--- src/rtl/simt_div_pkg.sv ---
package simt_div_pkg;
  typedef enum logic [1:0] {
    PATH_NONE  = 2'd0,
    PATH_TAKEN = 2'd1,
    PATH_OTHER = 2'd2
  } path_e;

  localparam int unsigned DEF_LANES = 32;
  localparam int unsigned DEF_DEPTH = 4;
endpackage

--- src/rtl/simt_mask_stack.sv ---
module simt_mask_stack #(
  parameter int unsigned LANES = 32,
  parameter int unsigned DEPTH = 4,
  localparam int unsigned CNT_W = $clog2(DEPTH + 1),
  localparam int unsigned IDX_W = (DEPTH > 1) ? $clog2(DEPTH) : 1
) (
  input  logic             clk_i,
  input  logic             rst_ni,
  input  logic             push_i,
  input  logic             pop_i,
  input  logic             flip_i,
  input  logic [LANES-1:0] saved_i,
  input  logic [LANES-1:0] other_i,
  output logic [LANES-1:0] top_saved_o,
  output logic [LANES-1:0] top_other_o,
  output logic             top_else_o,
  output logic [CNT_W-1:0] count_o,
  output logic             full_o,
  output logic             empty_o
);
  logic [CNT_W-1:0] cnt_q;
  logic [LANES-1:0] saved_q [DEPTH];
  logic [LANES-1:0] other_q [DEPTH];
  logic [DEPTH-1:0] else_q;
  logic [IDX_W-1:0] top_idx;

  assign top_idx = IDX_W'(cnt_q - CNT_W'(1));
  assign empty_o = (cnt_q == '0);
  assign full_o  = (cnt_q == CNT_W'(DEPTH));
  assign count_o = cnt_q;

  always_ff @(posedge clk_i or negedge rst_ni) begin
    if (!rst_ni) cnt_q <= '0;
    else if (push_i && !full_o) cnt_q <= cnt_q + CNT_W'(1);
    else if (pop_i && !empty_o) cnt_q <= cnt_q - CNT_W'(1);
  end

  for (genvar g = 0; g < DEPTH; g++) begin : g_entry
    always_ff @(posedge clk_i or negedge rst_ni) begin
      if (!rst_ni) begin
        saved_q[g] <= '0;
        other_q[g] <= '0;
        else_q[g]  <= 1'b0;
      end else if (push_i && !full_o && cnt_q == CNT_W'(g)) begin
        saved_q[g] <= saved_i;
        other_q[g] <= other_i;
        else_q[g]  <= 1'b0;
      end else if (flip_i && !empty_o && top_idx == IDX_W'(g)) begin
        else_q[g]  <= 1'b1;
      end
    end
  end

  assign top_saved_o = empty_o ? '0 : saved_q[top_idx];
  assign top_other_o = empty_o ? '0 : other_q[top_idx];
  assign top_else_o  = empty_o ? 1'b0 : else_q[top_idx];

  a_r8_no_push_full: assert property (@(posedge clk_i) disable iff (!rst_ni)
    push_i |-> !full_o);
  a_r9_no_pop_empty: assert property (@(posedge clk_i) disable iff (!rst_ni)
    (pop_i || flip_i) |-> !empty_o);
  a_r7_depth_bound: assert property (@(posedge clk_i) disable iff (!rst_ni)
    cnt_q <= CNT_W'(DEPTH));
  a_r5_pop_lowers: assert property (@(posedge clk_i) disable iff (!rst_ni)
    (pop_i && !push_i) |=> cnt_q == $past(cnt_q) - CNT_W'(1));
endmodule

--- src/rtl/simt_issue_stats.sv ---
module simt_issue_stats #(
  parameter int unsigned LANES   = 32,
  parameter int unsigned ISSUE_W = 32,
  parameter int unsigned LANE_W  = 40,
  localparam int unsigned PC_W   = $clog2(LANES + 1)
) (
  input  logic               clk_i,
  input  logic               rst_ni,
  input  logic               issue_i,
  input  logic [LANES-1:0]   mask_i,
  output logic [ISSUE_W-1:0] issue_cnt_o,
  output logic [LANE_W-1:0]  lane_cnt_o
);
  localparam logic [ISSUE_W-1:0] ISSUE_MAX = '1;
  localparam logic [LANE_W-1:0]  LANE_MAX  = '1;

  logic [PC_W-1:0]    pop_cnt;
  logic [LANE_W:0]    lane_sum;
  logic [ISSUE_W-1:0] issue_q;
  logic [LANE_W-1:0]  lane_q;

  always_comb begin
    pop_cnt = '0;
    for (int i = 0; i < LANES; i++) pop_cnt = pop_cnt + PC_W'(mask_i[i]);
  end

  assign lane_sum = {1'b0, lane_q} + (LANE_W + 1)'(pop_cnt);

  always_ff @(posedge clk_i or negedge rst_ni) begin
    if (!rst_ni) begin
      issue_q <= '0;
      lane_q  <= '0;
    end else if (issue_i) begin
      if (issue_q != ISSUE_MAX) issue_q <= issue_q + ISSUE_W'(1);
      lane_q <= lane_sum[LANE_W] ? LANE_MAX : lane_sum[LANE_W-1:0];
    end
  end

  assign issue_cnt_o = issue_q;
  assign lane_cnt_o  = lane_q;

  a_r10_issue_monotonic: assert property (@(posedge clk_i) disable iff (!rst_ni)
    1'b1 |=> issue_q >= $past(issue_q));
  a_r10_lane_monotonic: assert property (@(posedge clk_i) disable iff (!rst_ni)
    1'b1 |=> lane_q >= $past(lane_q));
  a_r6_one_slot: assert property (@(posedge clk_i) disable iff (!rst_ni)
    (issue_i && issue_q != ISSUE_MAX) |=> issue_q == $past(issue_q) + ISSUE_W'(1));
  a_r6_idle_hold: assert property (@(posedge clk_i) disable iff (!rst_ni)
    !issue_i |=> $stable(issue_q) && $stable(lane_q));
endmodule

--- src/rtl/simt_div_ctrl.sv ---
module simt_div_ctrl
  import simt_div_pkg::*;
#(
  parameter int unsigned LANES   = DEF_LANES,
  parameter int unsigned DEPTH   = DEF_DEPTH,
  parameter int unsigned ISSUE_W = 32,
  parameter int unsigned LANE_W  = 40,
  localparam int unsigned CNT_W  = $clog2(DEPTH + 1)
) (
  input  logic               clk_i,
  input  logic               rst_ni,
  input  logic               issue_i,
  input  logic               branch_i,
  input  logic [LANES-1:0]   cond_i,
  input  logic               path_end_i,
  output logic [LANES-1:0]   active_mask_o,
  output logic [1:0]         path_o,
  output logic [CNT_W-1:0]   depth_o,
  output logic               overflow_o,
  output logic [ISSUE_W-1:0] issue_cnt_o,
  output logic [LANE_W-1:0]  lane_cnt_o
);
  logic [LANES-1:0] mask_q, mask_d;
  logic [LANES-1:0] taken_lanes, other_lanes;
  logic             split;
  logic             err_q;
  logic             push, pop, flip;
  logic [LANES-1:0] top_saved, top_other;
  logic             top_else, stk_full, stk_empty;
  path_e            path;

  assign taken_lanes = mask_q & cond_i;
  assign other_lanes = mask_q & ~cond_i;
  assign split       = (|taken_lanes) && (|other_lanes);

  always_comb begin
    mask_d = mask_q;
    push   = 1'b0;
    pop    = 1'b0;
    flip   = 1'b0;
    if (branch_i) begin
      if (split && !stk_full) begin
        push   = 1'b1;
        mask_d = taken_lanes;
      end
    end else if (path_end_i && !stk_empty) begin
      if (!top_else) begin
        flip   = 1'b1;
        mask_d = top_other;
      end else begin
        pop    = 1'b1;
        mask_d = top_saved;
      end
    end
  end

  always_ff @(posedge clk_i or negedge rst_ni) begin
    if (!rst_ni) begin
      mask_q <= '1;
      err_q  <= 1'b0;
    end else begin
      mask_q <= mask_d;
      if (branch_i && split && stk_full) err_q <= 1'b1;
    end
  end

  simt_mask_stack #(.LANES(LANES), .DEPTH(DEPTH)) u_stack (
    .clk_i       (clk_i),
    .rst_ni      (rst_ni),
    .push_i      (push),
    .pop_i       (pop),
    .flip_i      (flip),
    .saved_i     (mask_q),
    .other_i     (other_lanes),
    .top_saved_o (top_saved),
    .top_other_o (top_other),
    .top_else_o  (top_else),
    .count_o     (depth_o),
    .full_o      (stk_full),
    .empty_o     (stk_empty)
  );

  simt_issue_stats #(.LANES(LANES), .ISSUE_W(ISSUE_W), .LANE_W(LANE_W)) u_stats (
    .clk_i       (clk_i),
    .rst_ni      (rst_ni),
    .issue_i     (issue_i),
    .mask_i      (mask_q),
    .issue_cnt_o (issue_cnt_o),
    .lane_cnt_o  (lane_cnt_o)
  );

  always_comb begin
    if (stk_empty)     path = PATH_NONE;
    else if (top_else) path = PATH_OTHER;
    else               path = PATH_TAKEN;
  end

  assign path_o        = path;
  assign active_mask_o = mask_q;
  assign overflow_o    = err_q;

  a_r2_mask_nonzero: assert property (@(posedge clk_i) disable iff (!rst_ni)
    mask_q != '0);
  a_r2_taken_subset: assert property (@(posedge clk_i) disable iff (!rst_ni)
    (branch_i && split && !stk_full) |=> ((mask_q & ~$past(cond_i)) == '0));
  a_r3_uniform_hold: assert property (@(posedge clk_i) disable iff (!rst_ni)
    (branch_i && !split) |=> $stable(mask_q) && $stable(depth_o));
  a_r4_disjoint_sides: assert property (@(posedge clk_i) disable iff (!rst_ni)
    (!branch_i && path_end_i && !stk_empty && !top_else)
      |=> ((mask_q & $past(mask_q)) == '0));
  a_r8_err_sticky: assert property (@(posedge clk_i) disable iff (!rst_ni)
    err_q |=> err_q);
  a_r9_empty_end_ignored: assert property (@(posedge clk_i) disable iff (!rst_ni)
    (!branch_i && path_end_i && stk_empty) |=> $stable(mask_q) && depth_o == '0);
endmodule

--- config.mk ---
export PLATFORM = sky130hd
export DESIGN_NAME = simt_div_ctrl
export DESIGN_NICKNAME = d
export VERILOG_FILES = /design/src/rtl/simt_div_pkg.sv /design/src/rtl/simt_mask_stack.sv /design/src/rtl/simt_issue_stats.sv /design/src/rtl/simt_div_ctrl.sv
export SDC_FILE = /design/constraint.sdc
export NUM_CORES = 1
export LEC_CHECK = 0
export BUFFER_PORTS_ARGS = -buffer_cell sky130_fd_sc_hd__buf_2
export CAP_MARGIN = 10
export CORE_MARGIN = 2
export CORE_UTILIZATION = 61
export DETAILED_ROUTE_END_ITERATION = 10
export GPL_TIMING_DRIVEN = 0
export PLACE_DENSITY_LB_ADDON = 0.3
export SETUP_SLACK_MARGIN = 0.5
export SLEW_MARGIN = 20
export SYNTH_ARGS = -nofsm -noshare
export SYNTH_HDL_FRONTEND = slang
export SYNTH_SLANG_ARGS = --single-unit
--- constraint.sdc ---
create_clock -name clk_i -period 8.69 [get_ports clk_i]
set_clock_uncertainty 0.15 [all_clocks]
set_input_delay 0.869 -clock clk_i [delete_from_list [all_inputs] [get_ports clk_i]]
set_output_delay 0.869 -clock clk_i [all_outputs]
set_load 0.02 [all_outputs]
; Word-level counts from Yosys, hierarchy flattened
; Cells that the tools add are included.
[word_totals]
elab_cells = 133
output_inout_bits = 110
register_bits = 368
[op_classes]
muxes = 36
n_eq_ne = 9
order_cmp = 2
reduce_logical = 30
add_sub_neg = 35
bitwise_logic = 4
[op_table]
columns = cell, count
row1 = 2-to-1 mux 32 bit, 10
row2 = adder 6 x 1 -> 6 bit, 30
row3 = binary-select mux 32 bit (select 2 bit), 2
row4 = AND 32 bit, 2
row5 = OR reduction 32 bit, 2
row6 = adder 40 x 6 -> 41 bit, 1
row7 = 2-to-1 mux 40 bit, 1
row8 = "adder 32 x 1 -> 32 bit, second input constant", 1
row9 = "!= test 32 bit, second input constant", 1
row10 = inverter 32 bit, 1
row11 = 2-to-1 mux 1 bit, 18
row12 = logical AND 1 bit, 16
row13 = nonzero test 2 bit, 6
row14 = "equality test 3 x 2 -> 1 bit, second input constant", 2
row15 = 2-to-1 mux 3 bit, 2
row16 = "equality test 2 bit, second input constant", 2
row17 = 2-to-1 mux 2 bit, 2
row18 = AND reduction 2 bit, 2
row19 = "adder 3 x 1 -> 3 bit, second input constant", 1
row20 = "equality test 3 x 1 -> 1 bit, second input constant", 1
row21 = "equality test 3 bit, second input constant", 1
row22 = "greater-or-equal comparator 3 bit, second input constant", 1
row23 = zero test 3 bit, 1
row24 = "< comparator 2 x 3 -> 1 bit, second input constant", 1
row25 = 8 further kinds, 9

; Longest topological paths before layout
[logic_depth]
word_depth = 33
depth_mapped = 28
depth_no_buf = 25

; Hierarchy
; A second synthesis with hierarchy kept.
[hier_totals]
hier_cells = 1511
area_unflattened_um2 = 19088.3
[modules_own_cells]
columns = module, cells_each, seq_area_each_um2, instances, area_per_inst_um2
row1 = simt_mask_stack, 744, 6581.3, 1, 12002.8
row2 = simt_issue_stats, 461, 1801.7, 1, 4565.6
row3 = simt_div_ctrl, 306, 865.8, 1, 2519.9

; Worst setup path after synthesis
; Ideal clock, no wire load.
[synth_timing]
kind = flip-flop to flip-flop
start = reg mask_q[6], in the netlist active_mask_o[6]
end = reg u_stats.lane_q[39], in the netlist u_stats.lane_cnt_o[39]
synth_period_minus_slack_ns = 6.851
t_arrival_ns = 6.636
required_ns = 8.475
path_slack_ns = 1.839
path_stages_with_launch = 23
setup_time_ns = 0.065
cell_sequence = dfstp_2 > clkbuf_1 > inv_1 > fa_1 > fa_1 > fa_1 > fa_1 > fa_1 > fa_1 > fa_1 > fa_1 > inv_1 > a21o_1 > a21oi_1 > xnor2_1 > ha_1 > o21ai_0 > o21ai_1 > nand4_1 > or4_1 > clkbuf_1 > nand3_1 > o21a_1
[synth_between]
elab_chain_len = 28
[synth_lines]
columns = item, line
row1 = start: declaration, simt_div_ctrl.sv:23  ; logic [LANES-1:0] mask_q, mask_d;
row2 = start signal: assignment, simt_div_ctrl.sv:62  ; mask_q <= mask_d;
row3 = adder 6 x 1 -> 6 bit (26 in a row), simt_issue_stats.sv:24  ; for (int i = 0; i < LANES; i++) pop_cnt = pop_cnt + PC_W'(mask_i[i]);
row4 = adder 40 x 6 -> 41 bit, simt_issue_stats.sv:27  ; assign lane_sum = {1'b0, lane_q} + (LANE_W + 1)'(pop_cnt);
row5 = 2-to-1 mux 40 bit, simt_issue_stats.sv:35  ; lane_q <= lane_sum[LANE_W] ? LANE_MAX : lane_sum[LANE_W-1:0];
row6 = end signal: assignment, simt_issue_stats.sv:35
row7 = end: declaration, simt_issue_stats.sv:20  ; logic [LANE_W-1:0] lane_q;
; Every way passes these cells.
; A chain may end at the register's enable or synchronous reset.

; Worst setup path after layout
[layout_timing]
start = reg mask_q[8], in the netlist active_mask_o[8]
end = reg u_stats.lane_q[39], in the netlist u_stats.lane_cnt_o[39]
[layout_between]
elab_chain_len = 26
[layout_lines]
columns = item, line
row1 = adder 6 x 1 -> 6 bit (24 in a row), simt_issue_stats.sv:24
row2 = adder 40 x 6 -> 41 bit, simt_issue_stats.sv:27
row3 = 2-to-1 mux 40 bit, simt_issue_stats.sv:35
; Every way passes these cells.

==> impl_metrics.env <==
export IMPL_slew_headroom=0.257
export IMPL_ant_nets=0
export IMPL_cp_start_kind="flop"
export IMPL_drive_above_1_share=0.295
export IMPL_holdWs_ps=44.0
export IMPL_rsz0062_at_grt="no"
export IMPL_multi_input_area_mm2=0.00906
export IMPL_power_switching_mw=4.16
export IMPL_grt_max_degree=101
export IMPL_worstSkewPairLatency_ps=540
export IMPL_reg2reg_to="u_stats.lane_cnt_o[39]$_DFFE_PN0P_"
export IMPL_avgSynthCellArea_um2=12.8
export IMPL_port_buffers=144
export IMPL_crit_arrival_ps=7990
export IMPL_crit_type="flop to flop"
export IMPL_synth_flop_cell="dfrtp_1"
export IMPL_ys_ff_latch=368
export IMPL_cts_buffers=40
export IMPL_dieArea_mm2=0.0326
export IMPL_ys_types=53
export IMPL_intPower_mw=5.50
export IMPL_avgViaCountPerCell=6.25
export IMPL_ys_warn_count=0
export IMPL_ctsResizeCount=0
export IMPL_reg2reg_from="active_mask_o[8]$_DFFE_PN1P_"
export IMPL_tightest_slew_ps=1110
export IMPL_r2r_slack_ps=1030
export IMPL_final_nets=1756
export IMPL_hpwl_mm=34.5
export IMPL_synth_edf_count=0
export IMPL_p_clk_frac=0.180
export IMPL_fin_crit_sh=0.882
export IMPL_cts_path_max_buffers=3
export IMPL_rr_worst_depth=22
export IMPL_synth_top_cells_by_area="dfrtp_1, mux2_4, mux2i_1"
export IMPL_wl_per_cell_um=24.2
export IMPL_rows=64
export IMPL_cts_tree="built"
export IMPL_post_cts_buffers=0
export IMPL_setup_viol=0
export IMPL_total_power_mw=9.66
export IMPL_gr_total_overflow=0
export IMPL_first_pass_iters=5
export IMPL_power_density_mw_per_mm2=445
export IMPL_maxSlewViolCount=0
export IMPL_seqPwrFrac=0.269
export IMPL_critPathRequiredTime_ps=9020
export IMPL_period_minus_slack_ps=7660
export IMPL_areaGrowthSynthToFinish_pct=14.1
export IMPL_dr_total_vias=13100
export IMPL_cts_root_buf="clkbuf_16"
export IMPL_grt_pass1_vias=13500
export IMPL_wl_mm=50.9
export IMPL_netlist_instances=1482
export IMPL_ioPinCount=147
export IMPL_hold_viol=0
export IMPL_core_region_area_mm2=0.0307
export IMPL_leakagePower_nw=10.9
export IMPL_gp_congestion=0.904
export IMPL_synth_top_cell_by_area="dfrtp_1"
export IMPL_synthArstFlopShare=1.00
export IMPL_fillers=2131
export IMPL_switching_share=0.431
export IMPL_synth_seq_area_share=0.486
export IMPL_path_max_fanout=10
export IMPL_die_h_um=181
export IMPL_post_synth_top_area_fraction=0.442
export IMPL_holdBufCountCts=0
export IMPL_setup_tns_ps=0
export IMPL_cp_end_kind="flop"
export IMPL_fmax_mhz=130
export IMPL_antenna_found_initial=0
export IMPL_fp_dieW_um=181
export IMPL_h_tree_depth=2
export IMPL_netlist_area_mm2=0.0190
export IMPL_grt_usage=0.315
export IMPL_n_antenna_cell=0
export IMPL_p_comb_frac=0.550
export IMPL_grt_pass1_wl_mm=78.9
export IMPL_yosysMostFrequentCell="dfrtp_1"
export IMPL_syn_nets=1566
export IMPL_ff_latch_area_mm2=0.00925
export IMPL_dr_first_iter_drc_count=1282
export IMPL_clock_sinks=368
export IMPL_route_detailed_drc=0
export IMPL_maxCapViolCount=0
export IMPL_hp_class="primary input to async pin"
export IMPL_outcome="complete, no violations"
export IMPL_vdd_ir_drop_max_v=0.000486
export IMPL_clkSlewWorstSetupHoldPaths_ps=60
export IMPL_synth_common_cells="dfrtp_1, mux2i_1, mux2_4"
export IMPL_initial_core_util=0.620
export IMPL_post_route_util=0.708
[metal layers]
layer | share of wire | global-route usage
met5 | 0.0011 | 0.0119
met4 | 0.037 | 0.121
met3 | 0.086 | 0.0701
met2 | 0.47 | 0.491
met1 | 0.41 | 0.433
[logic make-up (layout without fill, tap and decap cells)]
group           Yosys count  in the layout  synth area share
compound gates          131            131            0.0449
xor+xnor                 65             65            0.0299
fa+ha+maj                47             47            0.0408
buf+inv                 159            380            0.0376
flops                   368            368             0.486
mux                     424            424             0.281
simple gates            288            288            0.0796
[flip-flops by register name, summed over array words and instances (netlist names)]
register and count:
u_stack.count_o 3, u_stats.lane_cnt_o 40, u_stack.else_q 4, u_stack.other_q 128
active_mask_o 32, u_stack.saved_q 128, overflow_o 1, u_stats.issue_cnt_o 32
[power groups by stage]
| stage | registers [mW] | logic (mW) | clock network (mW) |
|---|---|---|---|
| floorplan | 2.63 | 3.70 | 0 |
| global placement | 2.58 | 5.07 | 0 |
| detailed placement | 2.61 | 5.22 | 0 |
| CTS | 2.59 | 5.29 | 1.75 |
| global route | 2.65 | 5.80 | 1.82 |
| finish | 2.60 | 5.32 | 1.74 |
[layout by cell type (no fill, tap or decap), types with 4 or more instances in the layout]
master,synthesis,routed
mux2_2,90,90
nand4_1,24,24
clkinv_2,0,5
mux4_2,33,33
mux2_1,71,71
dfstp_2,32,32
buf_2,22,165
a22oi_1,8,8
nor3_1,12,12
clkbuf_1,51,61
a21o_1,34,34
xnor2_1,38,38
xor2_1,27,27
a221oi_1,4,4
inv_1,62,62
ha_1,22,22
o21ai_0,46,46
buf_6,12,12
nand3_1,58,58
buf_16,0,4
a22o_1,5,5
nor2_1,33,33
nor2b_1,37,37
and4_1,13,13
buf_1,11,10
mux2i_1,132,132
a21oi_1,11,11
or3_1,4,4
nor4_1,15,15
dfrtp_1,336,336
mux2_4,98,98
fa_1,25,25
clkbuf_16,0,42
clkbuf_8,0,11
and3_1,8,8
o21a_1,7,7
nand2_1,71,71
[critical path, stage by stage, from the launching register on]
cell and delay [ps]:
dfstp_2 540, clkbuf_1 430, inv_1 130, fa_1 550
fa_1 450, fa_1 550, fa_1 440, fa_1 550
fa_1 460, fa_1 420, fa_1 410, inv_1 70
a21o_1 100, a21oi_1 70, xnor2_1 140, ha_1 330
o21ai_0 170, o21ai_1 430, nand4_1 160, or4_1 480
clkbuf_1 260, nand3_1 160, o21a_1 120
[layout make-up]
| class | instances | area share |
|---|---|---|
| Tap cell | 396 | 0.0228 |
| Buffer | 96 | 0.0221 |
| Clock buffer | 64 | 0.0573 |
| Inverter | 63 | 0.0109 |
| Sequential cell | 368 | 0.426 |
| Timing Repair Buffer | 148 | 0.0387 |
| Clock inverter | 9 | 0.00501 |
| Multi-Input combinational cell | 955 | 0.417 |
[how the worst max path moves through the flow]
stage | from | to | slack, ps | cells after the start
after floorplan | active_mask_o[6]$_DFFE_PN1P_ | u_stats.lane_cnt_o[39]$_DFFE_PN0P_ | 1840 | 22
after global placement | rst_ni | u_stack.other_q[92]$_DFFE_PN0P_ | -380 | 1
after detailed placement | active_mask_o[28]$_DFFE_PN1P_ | u_stats.lane_cnt_o[39]$_DFFE_PN0P_ | 1130 | 24
after CTS | active_mask_o[28]$_DFFE_PN1P_ | u_stats.lane_cnt_o[39]$_DFFE_PN0P_ | 1100 | 24
after global routing | active_mask_o[6]$_DFFE_PN1P_ | u_stats.lane_cnt_o[39]$_DFFE_PN0P_ | 690 | 22
final | active_mask_o[8]$_DFFE_PN1P_ | u_stats.lane_cnt_o[39]$_DFFE_PN0P_ | 1030 | 22
[through the flow]
stage	instance area, um^2	setup WS (ps)	std cells
final	21700	1030	2099
after global routing	21700	686	2099
after CTS	21700	1100	2099
after detailed placement	20400	1130	2026
after global placement	20200	-378	2022
after floorplan	19000	1840	1482
(Power assumes the default switching activity.)
